$ cat src/rtl/asram_pkg.sv
package asram_pkg;

  typedef enum logic [2:0] {
    ST_IDLE,
    ST_RD_ACC,
    ST_WR_SETUP,
    ST_WR_PULSE,
    ST_WR_HOLD
  } seq_state_e;

  // Whole clock cycles needed to cover t_ns, rounded up.
  function automatic int cycles_for(input int t_ns, input int clk_ns);
    return (t_ns + clk_ns - 1) / clk_ns;
  endfunction

  function automatic int imax(input int a, input int b);
    return (a > b) ? a : b;
  endfunction

endpackage

$ cat src/rtl/asram_rst_sync.sv
module asram_rst_sync #(
  parameter int STAGES = 2
) (
  input  logic clk,
  input  logic rst_n_in,
  output logic rst_n_out
);

  logic [STAGES-1:0] sync_q;

  always_ff @(posedge clk or negedge rst_n_in) begin
    if (!rst_n_in) sync_q <= '0;
    else           sync_q <= {sync_q[STAGES-2:0], 1'b1};
  end

  assign rst_n_out = sync_q[STAGES-1];

endmodule

$ cat src/rtl/asram_turn_guard.sv
module asram_turn_guard #(
  parameter int N_TURN = 3
) (
  input  logic clk,
  input  logic rst_n,
  input  logic load,
  output logic drive_ok
);

  generate
    if (N_TURN == 0) begin : g_no_gap
      assign drive_ok = 1'b1;
    end else begin : g_gap
      localparam int TW = $clog2(N_TURN + 1);
      logic [TW-1:0] gap_q, gap_d;

      always_comb begin
        gap_d = gap_q;
        if (load)              gap_d = TW'(N_TURN);
        else if (gap_q != '0)  gap_d = gap_q - 1'b1;
      end

      always_ff @(posedge clk or negedge rst_n) begin
        if (!rst_n) gap_q <= '0;
        else        gap_q <= gap_d;
      end

      // The setup cycle itself absorbs the last count.
      assign drive_ok = (gap_q <= TW'(1));
    end
  endgenerate

endmodule

$ cat src/rtl/asram_rd_capture.sv
module asram_rd_capture #(
  parameter int DATA_W = 8
) (
  input  logic              clk,
  input  logic              rst_n,
  input  logic              cap_en,
  input  logic [DATA_W-1:0] din,
  output logic [DATA_W-1:0] dout
);

  logic [DATA_W-1:0] data_q;

  always_ff @(posedge clk or negedge rst_n) begin
    if (!rst_n)      data_q <= '0;
    else if (cap_en) data_q <= din;
  end

  assign dout = data_q;

endmodule

$ cat src/rtl/asram_seq.sv
module asram_seq
  import asram_pkg::*;
#(
  parameter int ADDR_W = 11,
  parameter int DATA_W = 8,
  parameter int N_RD   = 5,
  parameter int N_WP   = 4
) (
  input  logic              clk,
  input  logic              rst_n,
  input  logic              req_valid,
  input  logic              req_write,
  input  logic [ADDR_W-1:0] req_addr,
  input  logic [DATA_W-1:0] req_wdata,
  input  logic              turn_ok,
  output logic              busy,
  output logic              done,
  output logic              cap_en,
  output logic              turn_load,
  output logic [ADDR_W-1:0] mem_addr,
  output logic              mem_cs_n,
  output logic              mem_oe_n,
  output logic              mem_we_n,
  output logic [DATA_W-1:0] mem_dq_out,
  output logic              mem_dq_oe
);

  localparam int CNT_W = $clog2(imax(N_RD, N_WP) + 1);
  localparam logic [CNT_W-1:0] RD_LOAD = CNT_W'(N_RD - 1);
  localparam logic [CNT_W-1:0] WP_LOAD = CNT_W'(N_WP - 1);

  seq_state_e        st_q, st_d;
  logic [CNT_W-1:0]  cnt_q, cnt_d;
  logic              cs_q, cs_d, oe_q, oe_d, we_q, we_d, dq_q, dq_d;
  logic              done_q, done_d;
  logic              take_req;
  logic [ADDR_W-1:0] addr_q;
  logic [DATA_W-1:0] wdata_q;

  assign take_req = (st_q == ST_IDLE) && req_valid;

  // Next-state logic
  always_comb begin
    st_d      = st_q;
    cnt_d     = cnt_q;
    cs_d      = cs_q;
    oe_d      = oe_q;
    we_d      = we_q;
    dq_d      = dq_q;
    done_d    = 1'b0;
    cap_en    = 1'b0;
    turn_load = 1'b0;
    case (st_q)
      ST_IDLE: begin
        if (req_valid) begin
          cs_d = 1'b0;
          if (req_write) begin
            st_d = ST_WR_SETUP;
          end else begin
            oe_d  = 1'b0;
            cnt_d = RD_LOAD;
            st_d  = ST_RD_ACC;
          end
        end
      end
      ST_RD_ACC: begin
        if (cnt_q == '0) begin
          cap_en    = 1'b1;
          turn_load = 1'b1;
          cs_d      = 1'b1;
          oe_d      = 1'b1;
          done_d    = 1'b1;
          st_d      = ST_IDLE;
        end else begin
          cnt_d = cnt_q - 1'b1;
        end
      end
      ST_WR_SETUP: begin
        if (turn_ok) begin
          we_d  = 1'b0;
          dq_d  = 1'b1;
          cnt_d = WP_LOAD;
          st_d  = ST_WR_PULSE;
        end
      end
      ST_WR_PULSE: begin
        if (cnt_q == '0) begin
          we_d = 1'b1;
          st_d = ST_WR_HOLD;
        end else begin
          cnt_d = cnt_q - 1'b1;
        end
      end
      ST_WR_HOLD: begin
        dq_d   = 1'b0;
        cs_d   = 1'b1;
        done_d = 1'b1;
        st_d   = ST_IDLE;
      end
      default: st_d = ST_IDLE;
    endcase
  end

  // State and strobe registers
  always_ff @(posedge clk or negedge rst_n) begin
    if (!rst_n) begin
      st_q   <= ST_IDLE;
      cnt_q  <= '0;
      cs_q   <= 1'b1;
      oe_q   <= 1'b1;
      we_q   <= 1'b1;
      dq_q   <= 1'b0;
      done_q <= 1'b0;
    end else begin
      st_q   <= st_d;
      cnt_q  <= cnt_d;
      cs_q   <= cs_d;
      oe_q   <= oe_d;
      we_q   <= we_d;
      dq_q   <= dq_d;
      done_q <= done_d;
    end
  end

  // Request holding registers, loaded only when a request is taken
  always_ff @(posedge clk or negedge rst_n) begin
    if (!rst_n) begin
      addr_q  <= '0;
      wdata_q <= '0;
    end else if (take_req) begin
      addr_q  <= req_addr;
      wdata_q <= req_wdata;
    end
  end

  assign busy       = (st_q != ST_IDLE);
  assign done       = done_q;
  assign mem_addr   = addr_q;
  assign mem_cs_n   = cs_q;
  assign mem_oe_n   = oe_q;
  assign mem_we_n   = we_q;
  assign mem_dq_out = wdata_q;
  assign mem_dq_oe  = dq_q;

endmodule

$ cat src/rtl/asram_ctrl.sv
module asram_ctrl
  import asram_pkg::*;
#(
  parameter int ADDR_W   = 11,
  parameter int DATA_W   = 8,
  parameter int CLK_NS   = 5,
  parameter int T_RC_NS  = 25,
  parameter int T_AA_NS  = 25,
  parameter int T_OE_NS  = 15,
  parameter int T_WC_NS  = 25,
  parameter int T_WP_NS  = 20,
  parameter int T_AW_NS  = 20,
  parameter int T_DS_NS  = 15,
  parameter int T_OHZ_NS = 10,
  parameter int T_CHZ_NS = 12
) (
  input  logic              clk,
  input  logic              rst_n,
  input  logic              req_valid,
  input  logic              req_write,
  input  logic [ADDR_W-1:0] req_addr,
  input  logic [DATA_W-1:0] req_wdata,
  output logic [DATA_W-1:0] rsp_rdata,
  output logic              busy,
  output logic              done,
  output logic [ADDR_W-1:0] mem_addr,
  output logic              mem_cs_n,
  output logic              mem_oe_n,
  output logic              mem_we_n,
  output logic [DATA_W-1:0] mem_dq_out,
  output logic              mem_dq_oe,
  input  logic [DATA_W-1:0] mem_dq_in
);

  localparam int N_RD = imax(imax(cycles_for(T_AA_NS, CLK_NS), cycles_for(T_OE_NS, CLK_NS)),
                             imax(cycles_for(T_RC_NS, CLK_NS), 1));
  // One setup cycle precedes the pulse and one hold cycle follows it.
  localparam int N_WP = imax(imax(cycles_for(T_WP_NS, CLK_NS), cycles_for(T_DS_NS, CLK_NS)),
                             imax(cycles_for(T_AW_NS, CLK_NS) - 1,
                                  imax(cycles_for(T_WC_NS, CLK_NS) - 2, 1)));
  localparam int N_TURN = imax(cycles_for(T_OHZ_NS, CLK_NS), cycles_for(T_CHZ_NS, CLK_NS));

  logic core_rst_n;
  logic turn_ok, turn_load, cap_en;

  asram_rst_sync #(.STAGES(2)) u_rst (
    .clk       (clk),
    .rst_n_in  (rst_n),
    .rst_n_out (core_rst_n)
  );

  asram_turn_guard #(.N_TURN(N_TURN)) u_turn (
    .clk      (clk),
    .rst_n    (core_rst_n),
    .load     (turn_load),
    .drive_ok (turn_ok)
  );

  asram_seq #(
    .ADDR_W (ADDR_W),
    .DATA_W (DATA_W),
    .N_RD   (N_RD),
    .N_WP   (N_WP)
  ) u_seq (
    .clk        (clk),
    .rst_n      (core_rst_n),
    .req_valid  (req_valid),
    .req_write  (req_write),
    .req_addr   (req_addr),
    .req_wdata  (req_wdata),
    .turn_ok    (turn_ok),
    .busy       (busy),
    .done       (done),
    .cap_en     (cap_en),
    .turn_load  (turn_load),
    .mem_addr   (mem_addr),
    .mem_cs_n   (mem_cs_n),
    .mem_oe_n   (mem_oe_n),
    .mem_we_n   (mem_we_n),
    .mem_dq_out (mem_dq_out),
    .mem_dq_oe  (mem_dq_oe)
  );

  asram_rd_capture #(.DATA_W(DATA_W)) u_cap (
    .clk    (clk),
    .rst_n  (core_rst_n),
    .cap_en (cap_en),
    .din    (mem_dq_in),
    .dout   (rsp_rdata)
  );

endmodule

$ cat config.mk
export PLATFORM = sky130hd
export DESIGN_NAME = asram_ctrl
export DESIGN_NICKNAME = d
export VERILOG_FILES = /design/src/rtl/asram_pkg.sv /design/src/rtl/asram_rst_sync.sv /design/src/rtl/asram_turn_guard.sv /design/src/rtl/asram_rd_capture.sv /design/src/rtl/asram_seq.sv /design/src/rtl/asram_ctrl.sv
export SDC_FILE = /design/constraint.sdc
export NUM_CORES = 1
export LEC_CHECK = 0
export BUFFER_PORTS_ARGS = -buffer_cell sky130_fd_sc_hd__buf_2
export CORE_MARGIN = 2
export CORE_UTILIZATION = 49
export CTS_CLUSTER_DIAMETER = 200
export DETAILED_ROUTE_END_ITERATION = 10
export HOLD_SLACK_MARGIN = 0.08
export MAX_ROUTING_LAYER = met4
export PLACE_DENSITY = 0.91
export SYNTH_ARGS = -nofsm -noshare
export SYNTH_HDL_FRONTEND = slang
export SYNTH_SLANG_ARGS = --single-unit
$ cat constraint.sdc
create_clock -name clk -period 1.55 [get_ports clk]
set_clock_uncertainty 0.05 [all_clocks]
set_input_delay 0.31 -clock clk [delete_from_list [all_inputs] [get_ports clk]]
set_output_delay 0.31 -clock clk [all_outputs]
set_load 0.01 [all_outputs]
# == Yosys cells after proc, flatten, opt, wreduce, memory -nomap -nowiden ==
# Cells that the tools add are included.
# word_totals
ff_bits,42
latch_bits,0
ramBits,0
mem_bits_ro,0
inputBits,31
out_inout_bits,33
word_cells,68
memories,0
# classes
n_addsub,2
n_mul,0
div,0
n_lt_le_gt_ge,1
n_eq_ne,10
n_shift,0
muxes,25
bitwise,0
n_reduce_logical,18
# op_table
operator,n
2-to-1 mux 3 bit,7
case mux 3 bit (4 select lines),1
nonzero test 2 bit,5
case mux 3 bit (3 select lines),1
nonzero test 3 bit,3
2-to-1 mux 1 bit,8
"inequality test 2 bit, second input constant",4
case mux 1 bit (2 select lines),4
AND reduction 4 bit,2
"== test 3 x 2 -> 1 bit, second input constant",2
zero test 3 bit,2
2-to-1 mux 2 bit,3
AND reduction 3 bit,2
AND reduction 5 bit,1
"inequality test 2 x 1 -> 1 bit, second input constant",2
"== test 3 x 1 -> 1 bit, second input constant",1
"== test 3 bit, second input constant",1
case mux 1 bit (3 select lines),1
"subtractor 3 x 1 -> 3 bit, second input constant",1
"<= comparator 2 x 1 -> 1 bit, second input constant",1
AND reduction 2 bit,1
OR reduction 2 bit,1
"subtractor 2 x 1 -> 2 bit, second input constant",1
logical AND 1 bit,1

# == Longest topological paths before layout ==
# depth
ltp_word,4
depth_mapped,6
ltp_nobuf,6

# == Cells and area by module ==
# From an unflattened synthesis, not the netlist that was laid out.
# unflattened
hier_cells,173
hier_area_um2,1830.5
# modules_own_cells
mod,n_inst,cells_per_inst,area_per_inst_um2,seq_area_each_um2
asram_seq,1,142,1328.8,754.5
asram_rd_capture,1,17,331.6,200.2
asram_turn_guard,1,11,116.4,50.0
asram_rst_sync,1,3,53.8,50.0

# == Least setup slack after synthesis ==
# Ideal clock, no wire load.
# synth_path
kind,register to register
start,register u_seq.cnt_q[0]
end,register u_seq.cnt_q[0]
setup_time_ns,0.125
arrival_time_ns,1.584
required_time_ns,1.375
path_slack_ns,-0.209
stages_incl_launch_ff,7
path_buffers,0
period_less_slack_ns,1.759
cell_sequence,dfrtp_1 > inv_1 > ha_1 > ha_1 > a21o_1 > a221o_1 > mux2_4
# synth_between
elab_chain_cells,3
elab_cells_between_ends,6
cone_classes,add/sub: 1; eq/ne: 1; mux: 2; reduce/logical: 2
# synth_lines
item,line_no,text
start: declaration,asram_seq.sv:33,"logic [CNT_W-1:0] cnt_q, cnt_d;"
start signal: assignment,asram_seq.sv:116,cnt_q <= cnt_d;
subtractor 3 x 1 -> 3 bit or zero test 3 bit (tied branches),n/a,
2-to-1 mux 3 bit or inequality test 2 bit (tied branches),n/a,
case mux 3 bit (3 select lines) or AND reduction 5 bit (tied branches),n/a,
# Several ways; a longest one is shown, not always the timed one. The select of a mux whose other input is x is not followed.
# A chain may end at the register's enable or synchronous reset.

# == Worst setup path in the final report ==
# layout_path
start,register u_seq.cnt_q[0]
end,register u_seq.cnt_q[1]
# The elaborated chain is that of the path after synthesis.

==> impl_metrics.py <==
metrics = {
    "setup_path": {
        "start_kind": "flip-flop",
        "rrSetupSlack_ns": -0.23,
        "cp_num_cells": 6,
        "cp_top_family": "compound AO/OA/AOI/OAI gates",
        "crit_type": "flip-flop to flip-flop",
        "worst-path-buf-inv": 1,
        "max_stage_delay_ns": 0.38,
        "crit_chain": "inv_2, ha_4, ha_4, a21o_1, a221o_1, mux2_4",
        "slowest_stage": "dfrtp_1",
        "crit_top_cell": "ha_4",
        "worstPathRequired_ns": 1.70,
        "cp_max_fo": 4,
        "cp-end-kind": "flip-flop",
        "crit_arrival_ns": 1.92,
        "rr_worst_depth": 6,
    },
    "floorplanning": {
        "num_io_pins": 64,
        "die_w_um": 65.0,
        "start_util_pct": 50.6,
        "dieArea_mm2": 0.00422,
        "die_h_um": 65.0,
        "rows": 22,
        "coreArea_mm2": 0.00361,
    },
    "drt": {
        "ant_nets": 0,
        "wl_per_cell_um": 16.5,
        "drtIter0Drc": 84,
        "avgViaCountPerCell": 4.97,
        "vias": 1338,
        "firstDrtPassIters": 4,
        "drt_drc_violations_left": 0,
        "drt_wl_total_um": 4430,
    },
    "cells_and_area": {
        "layout_commonest_cell": "buf_2",
        "nNetsFinal": 255,
        "diodes": 0,
        "final_layout_size_suffix_gt1_share_pct": 64.7,
        "mostFrequentLayoutCells": "62 x buf_2, 38 x dfrtp_1, 21 x mux2_4",
        "final_core_util_pct": 72.7,
        "syn2layout_area_growth_pct": 43.9,
        "stdcell_area_mm2": 0.00262,
    },
    "timing": {
        "post-route-worst-setup-slack_ns": -0.225,
        "whs_ns": 0.123,
        "hold_viol_final": 0,
        "fmax_ghz": 0.563,
        "rsz0062_at_grt": "yes",
        "drv_slew": 0,
        "final.period_utilization_pct": 115,
        "fin_crit_ns": 1.78,
        "finalSetupViolCount": 15,
    },
    "global_routing": {
        "grt_pass1_vias": 1311,
        "grt_max_degree": 32,
        "grt_usage_pct": 21.9,
        "grt_overflow": 0,
        "antenna_found_initial": 0,
        "grt_pass1_wl_um": 6470,
    },
    "power_and_ir_drop": {
        "p_leak_uw": 0.00133,
        "finalPower_uw": 5660,
        "ir_worst_vdd_mv": 1.04,
        "power_density_mw_per_mm2": 2160,
    },
    "cts": {
        "clkSlewWorstSetupHoldPaths_ns": 0.08,
        "clk_latency_ns": 0.30,
        "h-tree-depth": 2,
        "cts_tree": "built",
        "ctsRootBufferMaster": "clkbuf_8",
        "cts_sinks": 42,
        "numCtsBuffers": 5,
        "clockBufferDepth": 2,
    },
    "logic_synthesis": {
        "ys_seq_elements": 42,
        "synth-async-reset-ratio_pct": 100,
        "ys_seq_area_share_pct": 57.9,
        "synthCells": 127,
        "synth-warning-count": 0,
        "synth_cell_types": 32,
        "synth_area_leaders": "dfrtp_1 54%, mux2_2 11%, mux2_4 9.9%, dfstp_2 4.3%, ha_1 2.7%",
        "synth_edf_count": 0,
        "synth_ff_type": "dfrtp_1",
        "avgSynthCellArea_um2": 14.4,
        "mappedNetlistArea_mm2": 0.00182,
        "yosysTopAreaCellShare_pct": 53.5,
        "synth_fp_nets": 162,
        "synth_area_leader_cell": "dfrtp_1",
    },
    "flow_run": {
        "drv_cap": 0,
    },
    "placed_design": {
        "io_buffers": 63,
        "routabilityCongestion": 0.784,
        "dp.final_hpwl_um": 2710,
        "dp_slack_ns": -0.193,
        "post_dp_cell_area_mm2": 0.00233,
    },
    "run_status": {
        "violations": "negative setup slack",
        "outcome": "finished, violations left",
    },
    "worst_hold_path": {
        "worstHoldPathType": "flip-flop to asynchronous set/reset pin",
    },
}
through the flow:
step	instances	TNS [ns]
after floorplan	127	-1.47
after global placement	251	-0.901
after detailed placement	251	-1.98
after CTS	267	-2.25
after global routing	269	-2.83
final	269	-1.96
path summary, 6_finish.rpt:
path                                       end             from
max                             u_seq.cnt_q[1]   u_seq.cnt_q[0]
min                          u_seq.mem_addr[5]  u_rst.sync_q[1]
max reg2reg                     u_seq.cnt_q[1]   u_seq.cnt_q[0]
min reg2reg                  u_seq.mem_addr[5]  u_rst.sync_q[1]
max in group asynchronous       u_seq.mem_cs_n  u_rst.sync_q[1]
min in group clk           u_seq.mem_dq_out[4]     req_wdata[4]
worst register-to-register path, cell delays in order, from the launching register on:
cell	delay, ns
dfrtp_1	0.38
inv_2	0.06
ha_4	0.16
ha_4	0.17
a21o_1	0.16
a221o_1	0.36
mux2_4	0.33
routing by layer:
metal / up-vias / global-route usage (%) / wire [um]
li1: 616 / - / -
met2: 45 / 34.8 / 2270
met3: 12 / 6.25 / 224
met5: - / - / 0
met1: 665 / 27.1 / 1810
met4: 0 / 7.18 / 121
state kept, by name, indices dropped and copies added, names as in the netlist, 2 cells and up:
| register | flops |
|---|---|
| u_turn.g_gap.gap_q | 2 |
| u_seq.mem_dq_out | 8 |
| u_cap.dout | 8 |
| u_seq.mem_addr | 11 |
| u_seq.cnt_q | 3 |
| u_rst.sync_q | 2 |
| u_seq.st_q | 3 |
power breakdown:
part | leakage, uW | internal (uW) | switching (uW)
sequential | 0.000495 | 1630 | 319
clock | 0.0000585 | 525 | 372
combinational | 0.000773 | 1630 | 1180
total | 0.00133 | 3780 | 1870
kinds of logic after synthesis:
kind of cell | Yosys count | synth area share [%]
buf+inv | 15 | 4.87
fa+ha+maj | 4 | 2.75
simple gates | 17 | 6.45
other cells | 1 | 0.206
compound gates | 16 | 5.90
xor+xnor | 1 | 0.481
flops | 42 | 57.9
mux | 31 | 21.5
Yosys cell counts, drive strengths merged (2+ instances only):
master	instances
nor2	2
nor3	2
buf	4
o31ai	3
a21oi	5
o21ai	2
mux2i	2
inv	10
ha	4
a21o	2
nor2b	2
nand2	3
mux2	29
dfstp	3
nand2b	4
dfrtp	39
final cells by class:
| cell class | instances | area [um^2] |
|---|---|---|
| Timing Repair Buffer | 91 | 594 |
| Clock buffer | 7 | 86.3 |
| Tap cell | 48 | 60.1 |
| Inverter | 10 | 37.5 |
| Clock inverter | 1 | 30.0 |
| Fill cell | 254 | 983 |
| Multi-Input combinational cell | 70 | 758 |
| Sequential cell | 42 | 1060 |
what timing repair did:
action	CTS	global route
resized for setup	8	20
pin swaps	2	4
setup endpoints to repair	22	24
hold buffers	1	0
gates cloned	2	0
hold endpoints to repair	2	0
buffers inserted	5	5
No activity file was read; power rests on OpenSTA's default activity.
